--- config.mk ---
export PLATFORM = sky130hd
export DESIGN_NAME = gpio_port
export DESIGN_NICKNAME = d
export VERILOG_FILES = /design/src/rtl/gpio_port_pkg.sv /design/src/rtl/gpio_in_sync.sv /design/src/rtl/gpio_pin_mux.sv /design/src/rtl/gpio_regfile.sv /design/src/rtl/gpio_port.sv
export SDC_FILE = /design/constraint.sdc
export NUM_CORES = 1
export LEC_CHECK = 0
export ABC_AREA = 0
export BUFFER_PORTS_ARGS = -buffer_cell sky130_fd_sc_hd__buf_2
export CAP_MARGIN = 15
export CORE_AREA = 2 2 179 181
export CTS_CLUSTER_SIZE = 20
export DETAILED_ROUTE_END_ITERATION = 16
export DIE_AREA = 0 0 181 183
export HOLD_SLACK_MARGIN = 0.06
export MAX_ROUTING_LAYER = met4
export PLACE_DENSITY = 0.73
export SLEW_MARGIN = 30
export SYNTH_ARGS = -nofsm -noshare
export SYNTH_HDL_FRONTEND = slang
export SYNTH_HIERARCHICAL = 1
export SYNTH_SLANG_ARGS = --single-unit
--- constraint.sdc ---
create_clock -name clk -period 7.5 [get_ports clk]
set_input_delay 1.5 -clock clk [delete_from_list [all_inputs] [get_ports clk]]
set_output_delay 1.5 -clock clk [all_outputs]
set_load 0.01 [all_outputs]
--- src/rtl/gpio_port_pkg.sv ---
package gpio_port_pkg;
  localparam int PINS = 16;
  localparam int NAF  = 16;
  localparam int AFW  = $clog2(NAF);
  localparam int DW   = 32;

  typedef enum logic [1:0] {
    PM_IN  = 2'b00,
    PM_OUT = 2'b01,
    PM_ALT = 2'b10,
    PM_ANA = 2'b11
  } pin_mode_e;

  localparam logic [7:0] OFS_MODE   = 8'h00;
  localparam logic [7:0] OFS_OTYPE  = 8'h04;
  localparam logic [7:0] OFS_PULL   = 8'h0C;
  localparam logic [7:0] OFS_IDR    = 8'h10;
  localparam logic [7:0] OFS_ODR    = 8'h14;
  localparam logic [7:0] OFS_SETCLR = 8'h18;
  localparam logic [7:0] OFS_AFLO   = 8'h20;
  localparam logic [7:0] OFS_AFHI   = 8'h24;
  localparam logic [7:0] OFS_CLRONLY = 8'h28;

  function automatic logic [DW-1:0] strobe_mask(input logic [DW/8-1:0] be);
    logic [DW-1:0] m;
    for (int k = 0; k < DW/8; k++) m[8*k +: 8] = {8{be[k]}};
    return m;
  endfunction
endpackage

--- src/rtl/gpio_in_sync.sv ---
module gpio_in_sync #(
  parameter int W      = 16,
  parameter int STAGES = 2
) (
  input  logic         clk,
  input  logic         rst_n,
  input  logic [W-1:0] d,
  output logic [W-1:0] q
);
  logic [W-1:0] stg_q [STAGES];
  logic [W-1:0] stg_d [STAGES];

  always_comb begin
    stg_d[0] = d;
    for (int i = 1; i < STAGES; i++) stg_d[i] = stg_q[i-1];
  end

  always_ff @(posedge clk or negedge rst_n) begin
    if (!rst_n) begin
      for (int i = 0; i < STAGES; i++) stg_q[i] <= '0;
    end else begin
      for (int i = 0; i < STAGES; i++) stg_q[i] <= stg_d[i];
    end
  end

  assign q = stg_q[STAGES-1];
endmodule

--- src/rtl/gpio_pin_mux.sv ---
module gpio_pin_mux
  import gpio_port_pkg::*;
(
  input  logic [1:0]     mode,
  input  logic           od,
  input  logic           odr_bit,
  input  logic [AFW-1:0] afsel,
  input  logic [NAF-1:0] af_in,
  input  logic [1:0]     pull,
  output logic           out,
  output logic           oe,
  output logic           pu,
  output logic           pd
);
  logic drive_val;
  logic active;

  always_comb begin
    drive_val = (mode == PM_ALT) ? af_in[afsel] : odr_bit;
    active    = (mode == PM_OUT) || (mode == PM_ALT);
    oe        = active & ~(od & drive_val);
    out       = drive_val & ~od;
    pu        = (pull == 2'b01);
    pd        = (pull == 2'b10);
  end
endmodule

--- src/rtl/gpio_regfile.sv ---
module gpio_regfile
  import gpio_port_pkg::*;
#(
  parameter int AW = 8
) (
  input  logic              clk,
  input  logic              rst_n,
  input  logic [AW-1:0]     addr,
  input  logic [DW-1:0]     wdata,
  input  logic              we,
  input  logic [DW/8-1:0]   be,
  input  logic              re,
  input  logic [PINS-1:0]   idr,
  output logic [DW-1:0]     rdata,
  output logic [2*PINS-1:0] mode,
  output logic [PINS-1:0]   otype,
  output logic [2*PINS-1:0] pull,
  output logic [DW-1:0]     af_lo,
  output logic [DW-1:0]     af_hi,
  output logic [PINS-1:0]   odr
);
  localparam logic [2*PINS-1:0] MODE_RST = '1;

  logic hit_mode, hit_otype, hit_pull, hit_idr, hit_odr;
  logic hit_setclr, hit_aflo, hit_afhi, hit_clronly;
  assign hit_mode    = (addr == AW'(OFS_MODE));
  assign hit_otype   = (addr == AW'(OFS_OTYPE));
  assign hit_pull    = (addr == AW'(OFS_PULL));
  assign hit_idr     = (addr == AW'(OFS_IDR));
  assign hit_odr     = (addr == AW'(OFS_ODR));
  assign hit_setclr  = (addr == AW'(OFS_SETCLR));
  assign hit_aflo    = (addr == AW'(OFS_AFLO));
  assign hit_afhi    = (addr == AW'(OFS_AFHI));
  assign hit_clronly = (addr == AW'(OFS_CLRONLY));

  logic [DW-1:0]     bmask;
  logic [PINS-1:0]   lo_mask, hi_mask;
  assign bmask   = strobe_mask(be);
  assign lo_mask = bmask[PINS-1:0];
  assign hi_mask = bmask[DW-1:PINS];

  logic [2*PINS-1:0] mode_q, mode_d, pull_q, pull_d;
  logic [PINS-1:0]   otype_q, otype_d, odr_q, odr_d;
  logic [DW-1:0]     aflo_q, aflo_d, afhi_q, afhi_d;
  logic [DW-1:0]     rdata_q, rdata_d;
  logic [PINS-1:0]   set_v, clr_v;
  logic mode_en, otype_en, pull_en, aflo_en, afhi_en, odr_en;

  assign mode_en  = we & hit_mode;
  assign otype_en = we & hit_otype;
  assign pull_en  = we & hit_pull;
  assign aflo_en  = we & hit_aflo;
  assign afhi_en  = we & hit_afhi;
  assign odr_en   = we & (hit_odr | hit_setclr | hit_clronly);

  always_comb begin
    mode_d  = (mode_q  & ~bmask)   | (wdata & bmask);
    pull_d  = (pull_q  & ~bmask)   | (wdata & bmask);
    aflo_d  = (aflo_q  & ~bmask)   | (wdata & bmask);
    afhi_d  = (afhi_q  & ~bmask)   | (wdata & bmask);
    otype_d = (otype_q & ~lo_mask) | (wdata[PINS-1:0] & lo_mask);
    set_v   = '0;
    clr_v   = '0;
    if (hit_setclr) begin
      set_v = wdata[PINS-1:0] & lo_mask;
      clr_v = wdata[DW-1:PINS] & hi_mask;
    end else if (hit_clronly) begin
      clr_v = wdata[PINS-1:0] & lo_mask;
    end
    if (hit_odr) odr_d = (odr_q & ~lo_mask) | (wdata[PINS-1:0] & lo_mask);
    else         odr_d = (odr_q & ~clr_v) | set_v;
  end

  always_comb begin
    rdata_d = '0;
    unique case (1'b1)
      hit_mode:  rdata_d = mode_q;
      hit_otype: rdata_d = {{(DW-PINS){1'b0}}, otype_q};
      hit_pull:  rdata_d = pull_q;
      hit_idr:   rdata_d = {{(DW-PINS){1'b0}}, idr};
      hit_odr:   rdata_d = {{(DW-PINS){1'b0}}, odr_q};
      hit_aflo:  rdata_d = aflo_q;
      hit_afhi:  rdata_d = afhi_q;
      default:   rdata_d = '0;
    endcase
  end

  always_ff @(posedge clk or negedge rst_n) begin
    if (!rst_n) begin
      mode_q  <= MODE_RST;
      otype_q <= '0;
      pull_q  <= '0;
      aflo_q  <= '0;
      afhi_q  <= '0;
      odr_q   <= '0;
      rdata_q <= '0;
    end else begin
      if (mode_en)  mode_q  <= mode_d;
      if (otype_en) otype_q <= otype_d;
      if (pull_en)  pull_q  <= pull_d;
      if (aflo_en)  aflo_q  <= aflo_d;
      if (afhi_en)  afhi_q  <= afhi_d;
      if (odr_en)   odr_q   <= odr_d;
      if (re)       rdata_q <= rdata_d;
    end
  end

  assign rdata = rdata_q;
  assign mode  = mode_q;
  assign otype = otype_q;
  assign pull  = pull_q;
  assign af_lo = aflo_q;
  assign af_hi = afhi_q;
  assign odr   = odr_q;
endmodule

--- src/rtl/gpio_port.sv ---
module gpio_port
  import gpio_port_pkg::*;
#(
  parameter int AW          = 8,
  parameter int SYNC_STAGES = 2
) (
  input  logic                clk,
  input  logic                rst_n,
  input  logic [AW-1:0]       bus_addr,
  input  logic [DW-1:0]       bus_wdata,
  input  logic                bus_we,
  input  logic [DW/8-1:0]     bus_be,
  input  logic                bus_re,
  output logic [DW-1:0]       bus_rdata,
  input  logic [PINS-1:0]     pad_in,
  input  logic [PINS*NAF-1:0] af_src,
  output logic [PINS-1:0]     pad_out,
  output logic [PINS-1:0]     pad_oe,
  output logic [PINS-1:0]     pad_pu,
  output logic [PINS-1:0]     pad_pd
);
  localparam int HALF = PINS / 2;

  logic [1:0] rst_pipe_q, rst_pipe_d;
  logic       rst_sync_n;
  assign rst_pipe_d = {rst_pipe_q[0], 1'b1};
  always_ff @(posedge clk or negedge rst_n) begin
    if (!rst_n) rst_pipe_q <= '0;
    else        rst_pipe_q <= rst_pipe_d;
  end
  assign rst_sync_n = rst_pipe_q[1];

  logic [PINS-1:0]   idr_w, otype_w, odr_w;
  logic [2*PINS-1:0] mode_w, pull_w;
  logic [DW-1:0]     aflo_w, afhi_w;

  gpio_in_sync #(.W(PINS), .STAGES(SYNC_STAGES)) u_sync (
    .clk(clk), .rst_n(rst_sync_n), .d(pad_in), .q(idr_w)
  );

  gpio_regfile #(.AW(AW)) u_regs (
    .clk(clk), .rst_n(rst_sync_n), .addr(bus_addr), .wdata(bus_wdata),
    .we(bus_we), .be(bus_be), .re(bus_re), .idr(idr_w), .rdata(bus_rdata),
    .mode(mode_w), .otype(otype_w), .pull(pull_w), .af_lo(aflo_w),
    .af_hi(afhi_w), .odr(odr_w)
  );

  for (genvar y = 0; y < PINS; y++) begin : g_pin
    localparam int FB = (y % HALF) * AFW;
    logic [AFW-1:0] sel;
    if (y < HALF) begin : g_lo
      assign sel = aflo_w[FB +: AFW];
    end else begin : g_hi
      assign sel = afhi_w[FB +: AFW];
    end
    gpio_pin_mux u_mux (
      .mode(mode_w[2*y +: 2]), .od(otype_w[y]), .odr_bit(odr_w[y]),
      .afsel(sel), .af_in(af_src[y*NAF +: NAF]), .pull(pull_w[2*y +: 2]),
      .out(pad_out[y]), .oe(pad_oe[y]), .pu(pad_pu[y]), .pd(pad_pd[y])
    );
  end
endmodule

==> summary.md <==
| Metric | Value |
|---|---|
| CTS Sinks | `226` |
| Avg Inst Size Synth | `between 10 and 15 um^2` |
| Inserted Clock Buffers | `25` |
| Place WS | `roughly 3.0 ns` |
| Io pins | `between 400 and 500` |
| Ys async rst share | `1.00` |
| CP required | `6.00 ns` |
| Commonest non-fill, non-tap cell in the layout | `buf_2` |
| CTS Root Cell | `clkbuf_16` |
| Final Max Slew Viols | `0` |
| RD Place Congestion | `a little over 0.9` |
| Setup Buffers After CTS | `0` |
| CP Class | `in2out` |
| Initial antenna violation count | `4` |
| Slowest stage cell on the critical path | `mux4_2` |
| Largest net degree at the start of global routing | `~80` |
| EDFF count, synth | `0` |
| DRC viols | `0` |
| Seq/Total Area, Yosys | `0.410` |
| CTS resizes | `0` |
| CP cell instances | `buf_2, mux2i_1, mux4_2, and3_1, nor4_2, buf_2` |
| Fin. Hold Viols | `0` |
| Pleak | `0.00780 uW` |
| Total grt overflow | `0` |
| Number of synthesized register bits | `about 230` |
| Warnings from Yosys | `6` |
| Hold Buf Count CTS | `0` |
| Final worst setup slack | `3.07 ns` |
| Yosys cell types | `a little over 60` |
| DR pass1 iterations | `5` |
| Final period utilization | `0.591` |
| Post-Synthesis Cells | `between 1,000 and 1,500` |
| Drt wl/cell | `about 23 um` |
| Final setup fails | `0` |
| Worst vdd ir | `0.159 mV` |
| Crit path launch type | `input port` |
| Die Area | `around 33,000 um^2` |
| Clock Latency Late Sink | `~0.53 ns` |
| Die height | `between 150 and 200 um` |
| HP Class | `reg2async` |
| Core Footprint | `around 31,000 um^2` |
| Register-to-register setup slack | `6.08 ns` |
| Clock Path Buffers | `3` |
| Max FO, Critical Path | `2` |
| CP endpoint kind | `output port` |
| Main flop type after synthesis | `dfrtp_1` |
| Final Net Count | `between 1,500 and 2,000` |
| Skew final | `roughly 0.0086 ns` |
| Initial Utilization | `0.445` |
| H-tree depth | `1` |
| Power per cell area | `roughly 170 nW/um^2` |
| Most used cell, CP | `buf_2` |
| Crit-path max cell delay | `roughly 0.50 ns` |
| Syn Nets | `approximately 1,500` |
| Die Wd | `~180 um` |
| Area Growth Syn to Fin | `22.9%` |
| Clk slew on worst S/H paths | `0.06 ns` |
| Layout cells sized above 1 | `0.474` |
| Most frequent cells in the layout | `buf_2, dfrtp_1, mux2_2` |
| Initial drt markers | `about 800` |
| CTS tree | `done` |
| Layout Utilization | `0.547` |
| Detailed Place HPWL | `roughly 35,000 um` |
| Max-cap violations | `0` |
| Unrepaired setup endpoints after global routing | `no` |
| GRT Overall Usage | `0.281` |
| Worst-Margin Slew | `approximately 0.95 ns` |
| Worst Path Arrival | `a little under 3 ns` |
| Total power | `about 2900 uW` |
| Fmax | `226 MHz` |
| Post-DRT Antenna Nets | `0` |
| # port buffers | `415` |
| Routed Wire Length | `roughly 46,000 um` |
| First-pass GRT wire length | `about 70,000 um` |
| Status | `complete, no violations` |
| Number of vias per cell | `approximately 6` |
| Post-route minimum period | `4.43 ns` |
| Area of all placed cells without fillers | `about 17,000 um^2` |
| Number of global-route vias before repair | `roughly 12,000` |
| Placed Area | `16,200 um^2` |
| Slew Limit Headroom | `0.368` |
| Core Rows | `65` |
| Via count | `between 10,000 and 15,000` |
| Cell Area, Synth | `~14,000 um^2` |
| Final TNS setup | `0 ns` |
## cell families after synthesis
kind of cell             after synthesis  share of synthesized area
multiplexers                         341                      0.289
AND/OR/NAND/NOR                      260                      0.129
flip-flops                           226                      0.410
AO/OA/AOI/OAI                        199                      0.112
buffers and inverters                123                     0.0450
adder cells (fa/ha/maj)               16                     0.0144
other                                  1                   0.000270
XOR/XNOR                               1                   0.000630
## stage by stage
step | instances | hold WS [ns]
final | 1979 | 0.299
after global routing | 1979 | 0.339
after CTS | 1974 | 0.346
after detailed placement | 1929 | 0.335
after global placement | 1929 | 0.334
after floorplan | 1167 | 0.331
## final cells by class
| type | count | area (um^2) |
|---|---|---|
| clock inverter | 8 | 119 |
| tap | 402 | 503 |
| inverter | 55 | 206 |
| antenna | 4 | 10.0 |
| multi-input combinational | 818 | 7630 |
| timing repair buffer | 429 | 2200 |
| clock buffer | 37 | 721 |
| fill | 2769 | 14100 |
| sequential | 226 | 5700 |
## critical path, delay by kind of cell
family / cells / cell delay, ns
buffers and inverters: 2 / 0.29
and+or+nand+nor: 2 / 0.59
muxes: 2 / 0.56
## routing by layer
metal / global-route usage / part of all wire / up-vias
met5: - / 0 / -
met4: 0.0855 / 0.029 / 0
met3: 0.0490 / 0.078 / 91
met2: 0.464 / 0.49 / 549
met1: 0.357 / 0.41 / 5850
li1: - / - / 5263
## final timing paths
path	startpoint	to	cells after the start
setup reg to reg	rst_pipe_q[1]	async pin	1
hold reg to reg	rst_pipe_q[1]	u_regs/rdata[10]	0
setup / recovery	af_src[235]	pad_out[14]	6
max in group asynchronous	rst_pipe_q[1]	async pin	1
hold / removal	rst_pipe_q[1]	u_regs/rdata[10]	0
min in group clk	u_sync/stg_d[0]	u_sync/q[0]	0
## Yosys cell counts, types with 4 or more instances
cell | instances | area (um^2)
nor3b_1 | 13 | 97.6
o22ai_1 | 27 | 169
o31a_1 | 16 | 140
buf_6 | 18 | 203
nand2_1 | 24 | 90.1
o21ai_0 | 27 | 135
and3_1 | 27 | 169
o22a_1 | 9 | 78.8
mux4_2 | 32 | 721
clkbuf_1 | 22 | 82.6
nor2b_1 | 44 | 275
ha_1 | 16 | 200
a22o_1 | 27 | 236
buf_2 | 14 | 70.1
nor2_1 | 33 | 124
mux2_1 | 8 | 90.1
a211oi_2 | 9 | 113
and3b_1 | 16 | 140
buf_1 | 11 | 41.3
a31oi_1 | 22 | 138
a32oi_1 | 4 | 35.0
mux2_2 | 158 | 1780
dfstp_2 | 32 | 841
nand4b_1 | 16 | 140
nand4_1 | 4 | 25.0
a211oi_1 | 7 | 52.6
nor4_2 | 17 | 213
dfrtp_1 | 194 | 4850
a221oi_1 | 15 | 131
nand3_1 | 7 | 35.0
nor2_4 | 9 | 101
nor3_1 | 23 | 115
a22oi_1 | 18 | 135
o32ai_1 | 5 | 43.8
and2_1 | 4 | 25.0
inv_1 | 55 | 206
o221ai_1 | 5 | 43.8
mux2i_1 | 143 | 1430
## where the power goes
| group | switching (uW) | leakage, uW | internal, uW |
|---|---|---|---|
| clock network | 509 | 0.000415 | 766 |
| logic | 186 | 0.00444 | 167 |
| registers | 47.0 | 0.00295 | 1260 |
| total | 742 | 0.00780 | 2190 |
Note: power is estimated with default switching activity, not from simulation.
